`src/rtl/sram_wr_pkg.sv`:
```
package sram_wr_pkg;

    function automatic int imax(input int a, input int b);
        return (a > b) ? a : b;
    endfunction

    // cycles from first chip-select cycle to strobe fall
    function automatic int strobe_lead(input int t_as, input int t_w, input int t_ds);
        return imax(t_as, t_ds - t_w);
    endfunction

    // total chip-select cycles
    function automatic int cycle_len(input int t_as, input int t_w, input int t_ds,
                                     input int t_dh, input int t_ah, input int t_wc);
        return imax(t_wc, strobe_lead(t_as, t_w, t_ds) + t_w + imax(t_dh, t_ah));
    endfunction

endpackage

```
`src/rtl/sram_wr_window.sv`:
```
module sram_wr_window #(
    parameter int W  = 4,
    parameter int LO = 0,
    parameter int HI = 1
) (
    input  logic [W-1:0] idx,
    output logic         hit
);
    generate
        if (LO == 0) begin : g_from_zero
            assign hit = (idx < W'(HI));
        end else begin : g_from_lo
            assign hit = (idx >= W'(LO)) && (idx < W'(HI));
        end
    endgenerate
endmodule

```
`src/rtl/sram_wr_index.sv`:
```
module sram_wr_index #(
    parameter int W    = 4,
    parameter int LAST = 1
) (
    input  logic         busy,
    input  logic [W-1:0] cnt,
    output logic [W-1:0] idx,
    output logic         at_last
);
    // index of the cycle that follows: zero when a new cycle would start
    assign idx     = busy ? (cnt + 1'b1) : '0;
    assign at_last = busy && (cnt == W'(LAST));
endmodule

```
`src/rtl/sram_wr_seq.sv`:
```
module sram_wr_seq
    import sram_wr_pkg::*;
#(
    parameter int ADDR_W = 14,
    parameter int DATA_W = 8,
    parameter int T_AS   = 2,
    parameter int T_W    = 3,
    parameter int T_DS   = 4,
    parameter int T_DH   = 2,
    parameter int T_AH   = 1,
    parameter int T_WC   = 9
) (
    input  logic              clk,
    input  logic              rst,
    input  logic              req_valid,
    output logic              req_ready,
    input  logic [ADDR_W-1:0] req_addr,
    input  logic [DATA_W-1:0] req_data,
    output logic [ADDR_W-1:0] sram_addr,
    output logic [DATA_W-1:0] sram_dq_out,
    output logic              sram_dq_oe,
    output logic              sram_cs_n,
    output logic              sram_we_n,
    output logic              wr_done
);
    localparam int LEAD   = strobe_lead(T_AS, T_W, T_DS);
    localparam int RISE   = LEAD + T_W;
    localparam int DRV_LO = RISE - T_DS;
    localparam int DRV_HI = RISE + T_DH;
    localparam int CYC    = cycle_len(T_AS, T_W, T_DS, T_DH, T_AH, T_WC);
    localparam int CNT_W  = $clog2(CYC + 1);

    typedef struct packed {
        logic              busy;
        logic [CNT_W-1:0]  cnt;
        logic [ADDR_W-1:0] addr;
        logic [DATA_W-1:0] data;
        logic              oe;
        logic              cs_n;
        logic              we_n;
        logic              done;
    } seq_t;

    localparam seq_t IDLE_S = '{busy: 1'b0, cnt: '0, addr: '0, data: '0,
                                oe: 1'b0, cs_n: 1'b1, we_n: 1'b1, done: 1'b0};

    seq_t q, d;

    logic [CNT_W-1:0] idx;
    logic             at_last;
    logic             strobe_hit;
    logic             drive_hit;

    sram_wr_index #(.W(CNT_W), .LAST(CYC - 1)) i_index (
        .busy    (q.busy),
        .cnt     (q.cnt),
        .idx     (idx),
        .at_last (at_last)
    );

    sram_wr_window #(.W(CNT_W), .LO(LEAD), .HI(RISE)) i_strobe_win (
        .idx (idx),
        .hit (strobe_hit)
    );

    sram_wr_window #(.W(CNT_W), .LO(DRV_LO), .HI(DRV_HI)) i_drive_win (
        .idx (idx),
        .hit (drive_hit)
    );

    always_comb begin
        d      = q;
        d.done = 1'b0;
        if (!q.busy) begin
            if (req_valid) begin
                d.busy = 1'b1;
                d.cnt  = '0;
                d.addr = req_addr;
                d.data = req_data;
                d.cs_n = 1'b0;
                d.we_n = ~strobe_hit;
                d.oe   = drive_hit;
            end
        end else if (at_last) begin
            d      = IDLE_S;
            d.addr = q.addr;
            d.data = q.data;
            d.done = 1'b1;
        end else begin
            d.cnt  = idx;
            d.we_n = ~strobe_hit;
            d.oe   = drive_hit;
        end
    end

    always_ff @(posedge clk) begin
        if (rst) q <= IDLE_S;
        else     q <= d;
    end

    assign req_ready   = ~q.busy;
    assign sram_addr   = q.addr;
    assign sram_dq_out = q.data;
    assign sram_dq_oe  = q.oe;
    assign sram_cs_n   = q.cs_n;
    assign sram_we_n   = q.we_n;
    assign wr_done     = q.done;
endmodule

```
`config.mk`:
```
export PLATFORM = sky130hd
export DESIGN_NAME = sram_wr_seq
export DESIGN_NICKNAME = d
export VERILOG_FILES = /design/src/rtl/sram_wr_pkg.sv /design/src/rtl/sram_wr_window.sv /design/src/rtl/sram_wr_index.sv /design/src/rtl/sram_wr_seq.sv
export SDC_FILE = /design/constraint.sdc
export NUM_CORES = 1
export LEC_CHECK = 0
export ABC_AREA = 1
export BUFFER_PORTS_ARGS = -buffer_cell sky130_fd_sc_hd__buf_2
export CORE_MARGIN = 5
export CORE_UTILIZATION = 35
export DETAILED_ROUTE_END_ITERATION = 16
export SYNTH_ARGS = -nofsm -noshare
export SYNTH_HDL_FRONTEND = slang
export SYNTH_SLANG_ARGS = --single-unit
```
`constraint.sdc`:
```
create_clock -name clk -period 1.92 [get_ports clk]
set_input_delay 0.288 -clock clk [delete_from_list [all_inputs] [get_ports clk]]
set_output_delay 0.288 -clock clk [all_outputs]
set_load 0.03 [all_outputs]
```
==> results.cfg, run 1 <==
[floorplan]
rows = 21
die_h_um = 69.7
core_sq_mm = 0.00339
dieArea_sq_mm = 0.00486
die_w_um = 69.7
start_util = 0.368
ios = 52

[synthesis]
synthAdderAreaFrac = 0.0200
yosys.area_share.simple = 0.294
synth_warnings = 0
syn_nets = 187
synth_top_family_by_area = simple AND/OR/NAND/NOR gates
synth-xor-area-share = 0
synth-seq-cells = 31
syn_avg_cell_area_sq_um = 7.80
ys_types = 21
muxShareOfSynthArea = 0
synth_compound_area_frac = 0.106
ys_seq_area_frac = 0.497
syn-cell-area_sq_mm = 0.00125
syn-instance-count = 160

[critical_path]
worstSetupEndpointType = output pin
path_cells = inv_2 -> buf_2
cp_slowest_stage_delay_ns = 0.63
crit_buf_inv = 2
critPathMaxFanout = 8
path_delay_family = flip-flops
worst_path_max_delay_cell = dfxtp_1
required_ns = 1.63
r2r_slack_ns = 0.51
start_kind = flip-flop
worstSetupStartpoint = q[30]
r2r_start = q[26]
crit_type = flip-flop to output pin
worstSetupPathDepth = 2
arrival_ns = 1.22
r2r_end = sram_we_n
endpoint = req_ready
ff2ff_path_depth = 10

[timing]
slew_headroom = 0.684
hold_viol = 0
period_needed_ns = 1.51
setup_violations = 0
worst_pin_slew_ns = 0.474
fin_skew_ns = 0.00901
rsz0062_at_grt = no
finalMaxSlewViolations = 0
period_share = 0.786
max_freq_ghz = 0.663
fin_setup_tns_ns = 0

[clock_network]
tritoncts = done
cts_setup_buffers = 0
root_buffer = clkbuf_4
h-tree-depth = 2
cts.reportedPaths.clkPinSlew_ns = 0.10
cts_made_buffers = 5
cts_hold_buffers = 0
clk_latency_ns = 0.32
clockBufferDepth = 2
cts_resized = 0
clock-sinks = 31

[placement]
placed_cells = 251
place_hpwl_mm = 2.09
place_congestion = 0.784
port_buffers = 51

[finish]
antennaDiodeCount = 0
syn_to_final_growth_pct = 26.8
final_cells = 259
mostFrequentLayoutCells = buf_2, nor2_1, dfxtp_1
drive_gt1_frac = 0.347
nets = 239
final_common_cell = buf_2

[power]
power_leakage_nw = 0.800
pwr_density_cell_mw_per_mm2 = 888
ir_drop_v = 0.000376

[detailed_routing]
via_per_inst = 4.42
routedWlPerCell_um = 10.9
ant_nets = 0
dr.pass1.iters = 3
drt_iter0_markers = 39
vias = 1145
post-route-drc-count = 0
wl_mm = 2.83

[global_route]
grt_pass1_vias = 1093
grt_max_degree = 24
grt_pass1_wl_mm = 4.76
track_usage = 0.120
antenna_found_initial = 0
grt.overflow.total = 0

[status]
outcome = completed

[job]
maxCapViolCount = 0

[worst_hold_path]
hold_class = primary input to flip-flop
[kinds of logic (layout without fill, tap and decap cells)]
kind of cell             after synthesis  count (layout)
AO/OA/AOI/OAI                         26              26
adder cells (fa/ha/maj)                2               2
buffers and inverters                 19              72
flip-flops                            31              31
AND/OR/NAND/NOR                       82              82
[routing by layer]
| metal | up-vias | global-route usage | wire length [um] |
|---|---|---|---|
| li1 | 616 | - | - |
| met5 | - | 0 | 0 |
| met3 | 4 | 0.0536 | 256 |
| met4 | 0 | 0.0511 | 36 |
| met1 | 489 | 0.143 | 1340 |
| met2 | 36 | 0.186 | 1200 |
[flip-flops by register name, summed over array words and instances, names as in the netlist]
signal and flops:
sram_we_n 1, wr_done 1, sram_addr 14, sram_dq_oe 1
sram_dq_out 8, sram_cs_n 1, q 5
[metrics by stage]
stage                     setup slack, ns  hold slack (ns)  instance area (sq um)  power [mW]  utilization
after detailed placement            0.505            0.442                   1510       0.990        0.447
final                               0.412            0.132                   1580        1.40        0.467
after floorplan                     0.595            0.360                   1250       0.914            -
after CTS                           0.404            0.122                   1580        1.42        0.467
after global routing                0.340            0.115                   1580        1.49        0.467
after global placement              0.520            0.450                   1510       0.992        0.447
[cells in the mapped netlist]
library cell / instances / share of area
dfxtp_1: 31 / 0.50
buf_2: 2 / 0.0080
nor2_1: 48 / 0.14
nand2_1: 13 / 0.039
nor2_2: 3 / 0.015
nand2_2: 2 / 0.010
o21ai_1: 20 / 0.080
inv_1: 5 / 0.015
o22ai_1: 2 / 0.010
nor2_4: 2 / 0.018
nand3b_1: 1 / 0.0060
buf_6: 3 / 0.027
nand4_1: 2 / 0.010
nand4_2: 1 / 0.010
o21ai_0: 4 / 0.016
buf_4: 2 / 0.012
or2_0: 1 / 0.0050
inv_2: 6 / 0.018
ha_1: 2 / 0.020
nand3_1: 9 / 0.036
clkbuf_1: 1 / 0.0030
[power breakdown]
part / internal, mW / switching [mW]
registers: 0.687 / 0.0281
clock network: 0.215 / 0.216
logic: 0.0835 / 0.175
[layout make-up]
cell class	instances	area (sq um)
inverter	11	41.3
clock buffer	8	68.8
sequential	31	621
timing repair buffer	53	270
fill	347	1810
tap	46	57.6
multi-input combinational	110	524
[worst register-to-register path: cells and delay by family (launching register included)]
| kind | cells | cell delay (ns) |
|---|---|---|
| and+or+nand+nor | 6 | 0.44 |
| DFF | 1 | 0.43 |
| adders and majority gates | 1 | 0.31 |
| buffers and inverters | 3 | 0.16 |
[worst min-delay path by stage]
stage,startpoint,to,slack [ns],cells past startpoint
floorplan,rst,wr_done,0.36,1
global placement,sram_cs_n,sram_cs_n,0.45,2
detailed placement,sram_cs_n,sram_cs_n,0.44,2
CTS,rst,wr_done,0.12,2
global route,rst,wr_done,0.11,2
finish,rst,wr_done,0.13,2
Power figures use the tool's default switching activity.
==> run 2: changes to the inputs <==
==> constraint.sdc (replaced) <==
create_clock -name clk -period 1.35 [get_ports clk]
set_input_delay 0.2025 -clock clk [delete_from_list [all_inputs] [get_ports clk]]
set_output_delay 0.2025 -clock clk [all_outputs]
set_load 0.03 [all_outputs]
==> results.cfg, run 2 (synthesis results as in run 1) <==
[status]
outcome = completed

[critical_path]
worstSetupEndpointType = output pin
r2r_slack_ns = 0.11
worstSetupStartpoint = q[30]
r2r_end = sram_we_n
critPathMaxFanout = 8
crit_type = flip-flop to output pin
r2r_start = q[26]
endpoint = req_ready
arrival_ns = 1.06
start_kind = flip-flop
required_ns = 1.15
ff2ff_path_depth = 9

[power]
power_leakage_nw = 0.838
pwr_density_cell_mw_per_mm2 = 1260
ir_drop_v = 0.000602

[timing]
setup_violations = 0
slew_headroom = 0.831
rsz0062_at_grt = no
finalMaxSlewViolations = 0
fin_setup_tns_ns = 0
timing.final.ws_setup_ns = 0.0908
max_freq_ghz = 0.794
period_share = 0.933
period_needed_ns = 1.26
fin_skew_ns = 0.00696
hold_viol = 0
worst_pin_slew_ns = 0.254

[floorplan]
core_sq_mm = 0.00339
rows = 21
die_w_um = 69.7
ios = 52
die_h_um = 69.7
start_util = 0.368
dieArea_sq_mm = 0.00486

[clock_network]
clockBufferDepth = 2
tritoncts = done
cts_made_buffers = 5
h-tree-depth = 2
cts_setup_buffers = 0
clock-sinks = 31
root_buffer = clkbuf_4
clk_latency_ns = 0.33
cts.reportedPaths.clkPinSlew_ns = 0.09

[detailed_routing]
ant_nets = 0
drt_iter0_markers = 44
wl_mm = 2.95
vias = 1173
dr.pass1.iters = 4
via_per_inst = 4.44
post-route-drc-count = 0
routedWlPerCell_um = 11.2

[job]
maxCapViolCount = 0

[global_route]
antenna_found_initial = 0
grt_max_degree = 14
grt_pass1_wl_mm = 4.82
grt_pass1_vias = 1139
grt.overflow.total = 0
track_usage = 0.123

[placement]
placement.setup.worst_slack_ns = 0.00328
placed_cells = 257
place_congestion = 0.748
place_hpwl_mm = 2.16
port_buffers = 51

[finish]
final_common_cell = buf_2
final_cells = 264
mostFrequentLayoutCells = buf_2, nor2_1, dfxtp_1
drive_gt1_frac = 0.399
nets = 245
syn_to_final_growth_pct = 33.9
antennaDiodeCount = 0
largest_reg_flops = 14

[worst_hold_path]
hold_class = primary input to flip-flop
==> run 2: cell types whose count changed in the layout (fill, tap and decap cells not counted), moves of 2 or more <==
| cell | delta |
|---|---|
| dfxtp_2 | +3 |
| dfxtp_1 | -3 |
| inv_1 | -2 |
| clkbuf_8 | -2 |
| inv_2 | +2 |
| buf_4 | +5 |
==> run 2: worst min-delay path by stage <==
stage          start       to  slack [ns]  depth (start not counted)
5_1_grt          rst  wr_done        0.02                          2
4_1_cts          rst  wr_done        0.04                          2
6_report         rst  wr_done        0.05                          2
3_3_place_gp     rst  wr_done        0.39                          2
3_5_place_dp     rst  wr_done        0.40                          2
2_1_floorplan    rst  wr_done        0.27                          1
==> run 2: area by class of cell <==
cell class              instances  area [sq um]
multi-input cells             110           549
well taps                      46          57.6
clock inverters                 1          30.0
fillers                       348          1720
flip-flops and latches         31           624
repair buffers                 59           328
clock buffers                   6          41.3
inverters                      11          41.3
==> run 2: what timing repair did <==
item,CTS,global route
hold buffers,0,0
pin swaps,0,1
endpoints found under the setup margin,1,2
resized for setup,1,8
==> run 2: routing by layer <==
metal  vias to the layer above  part of all wire  track usage
met5                         -                 0            0
met4                         0             0.019       0.0702
met3                         6             0.089       0.0594
met2                        37              0.43        0.186
met1                       507              0.46        0.140
li1                        623                 -            -
==> run 2: stage by stage <==
step | total power [mW] | area, sq um | utilization | hold slack, ns
after global placement | 1.43 | 1570 | 0.464 | 0.395
after floorplan | 1.30 | 1250 | - | 0.275
final | 2.11 | 1670 | 0.493 | 0.0538
after detailed placement | 1.43 | 1570 | 0.464 | 0.399
after CTS | 2.12 | 1640 | 0.485 | 0.0390
after global routing | 2.22 | 1670 | 0.493 | 0.0235
==> run 2: power breakdown <==
group / internal (mW) / switching (mW)
clock network: 0.381 / 0.306
logic: 0.141 / 0.261
registers: 0.978 / 0.0380
==> run 2: worst max-delay path, cell delays in order (launching register included) <==
cell and delay, ns:
dfxtp_2 0.48, inv_2 0.07, buf_2 0.18
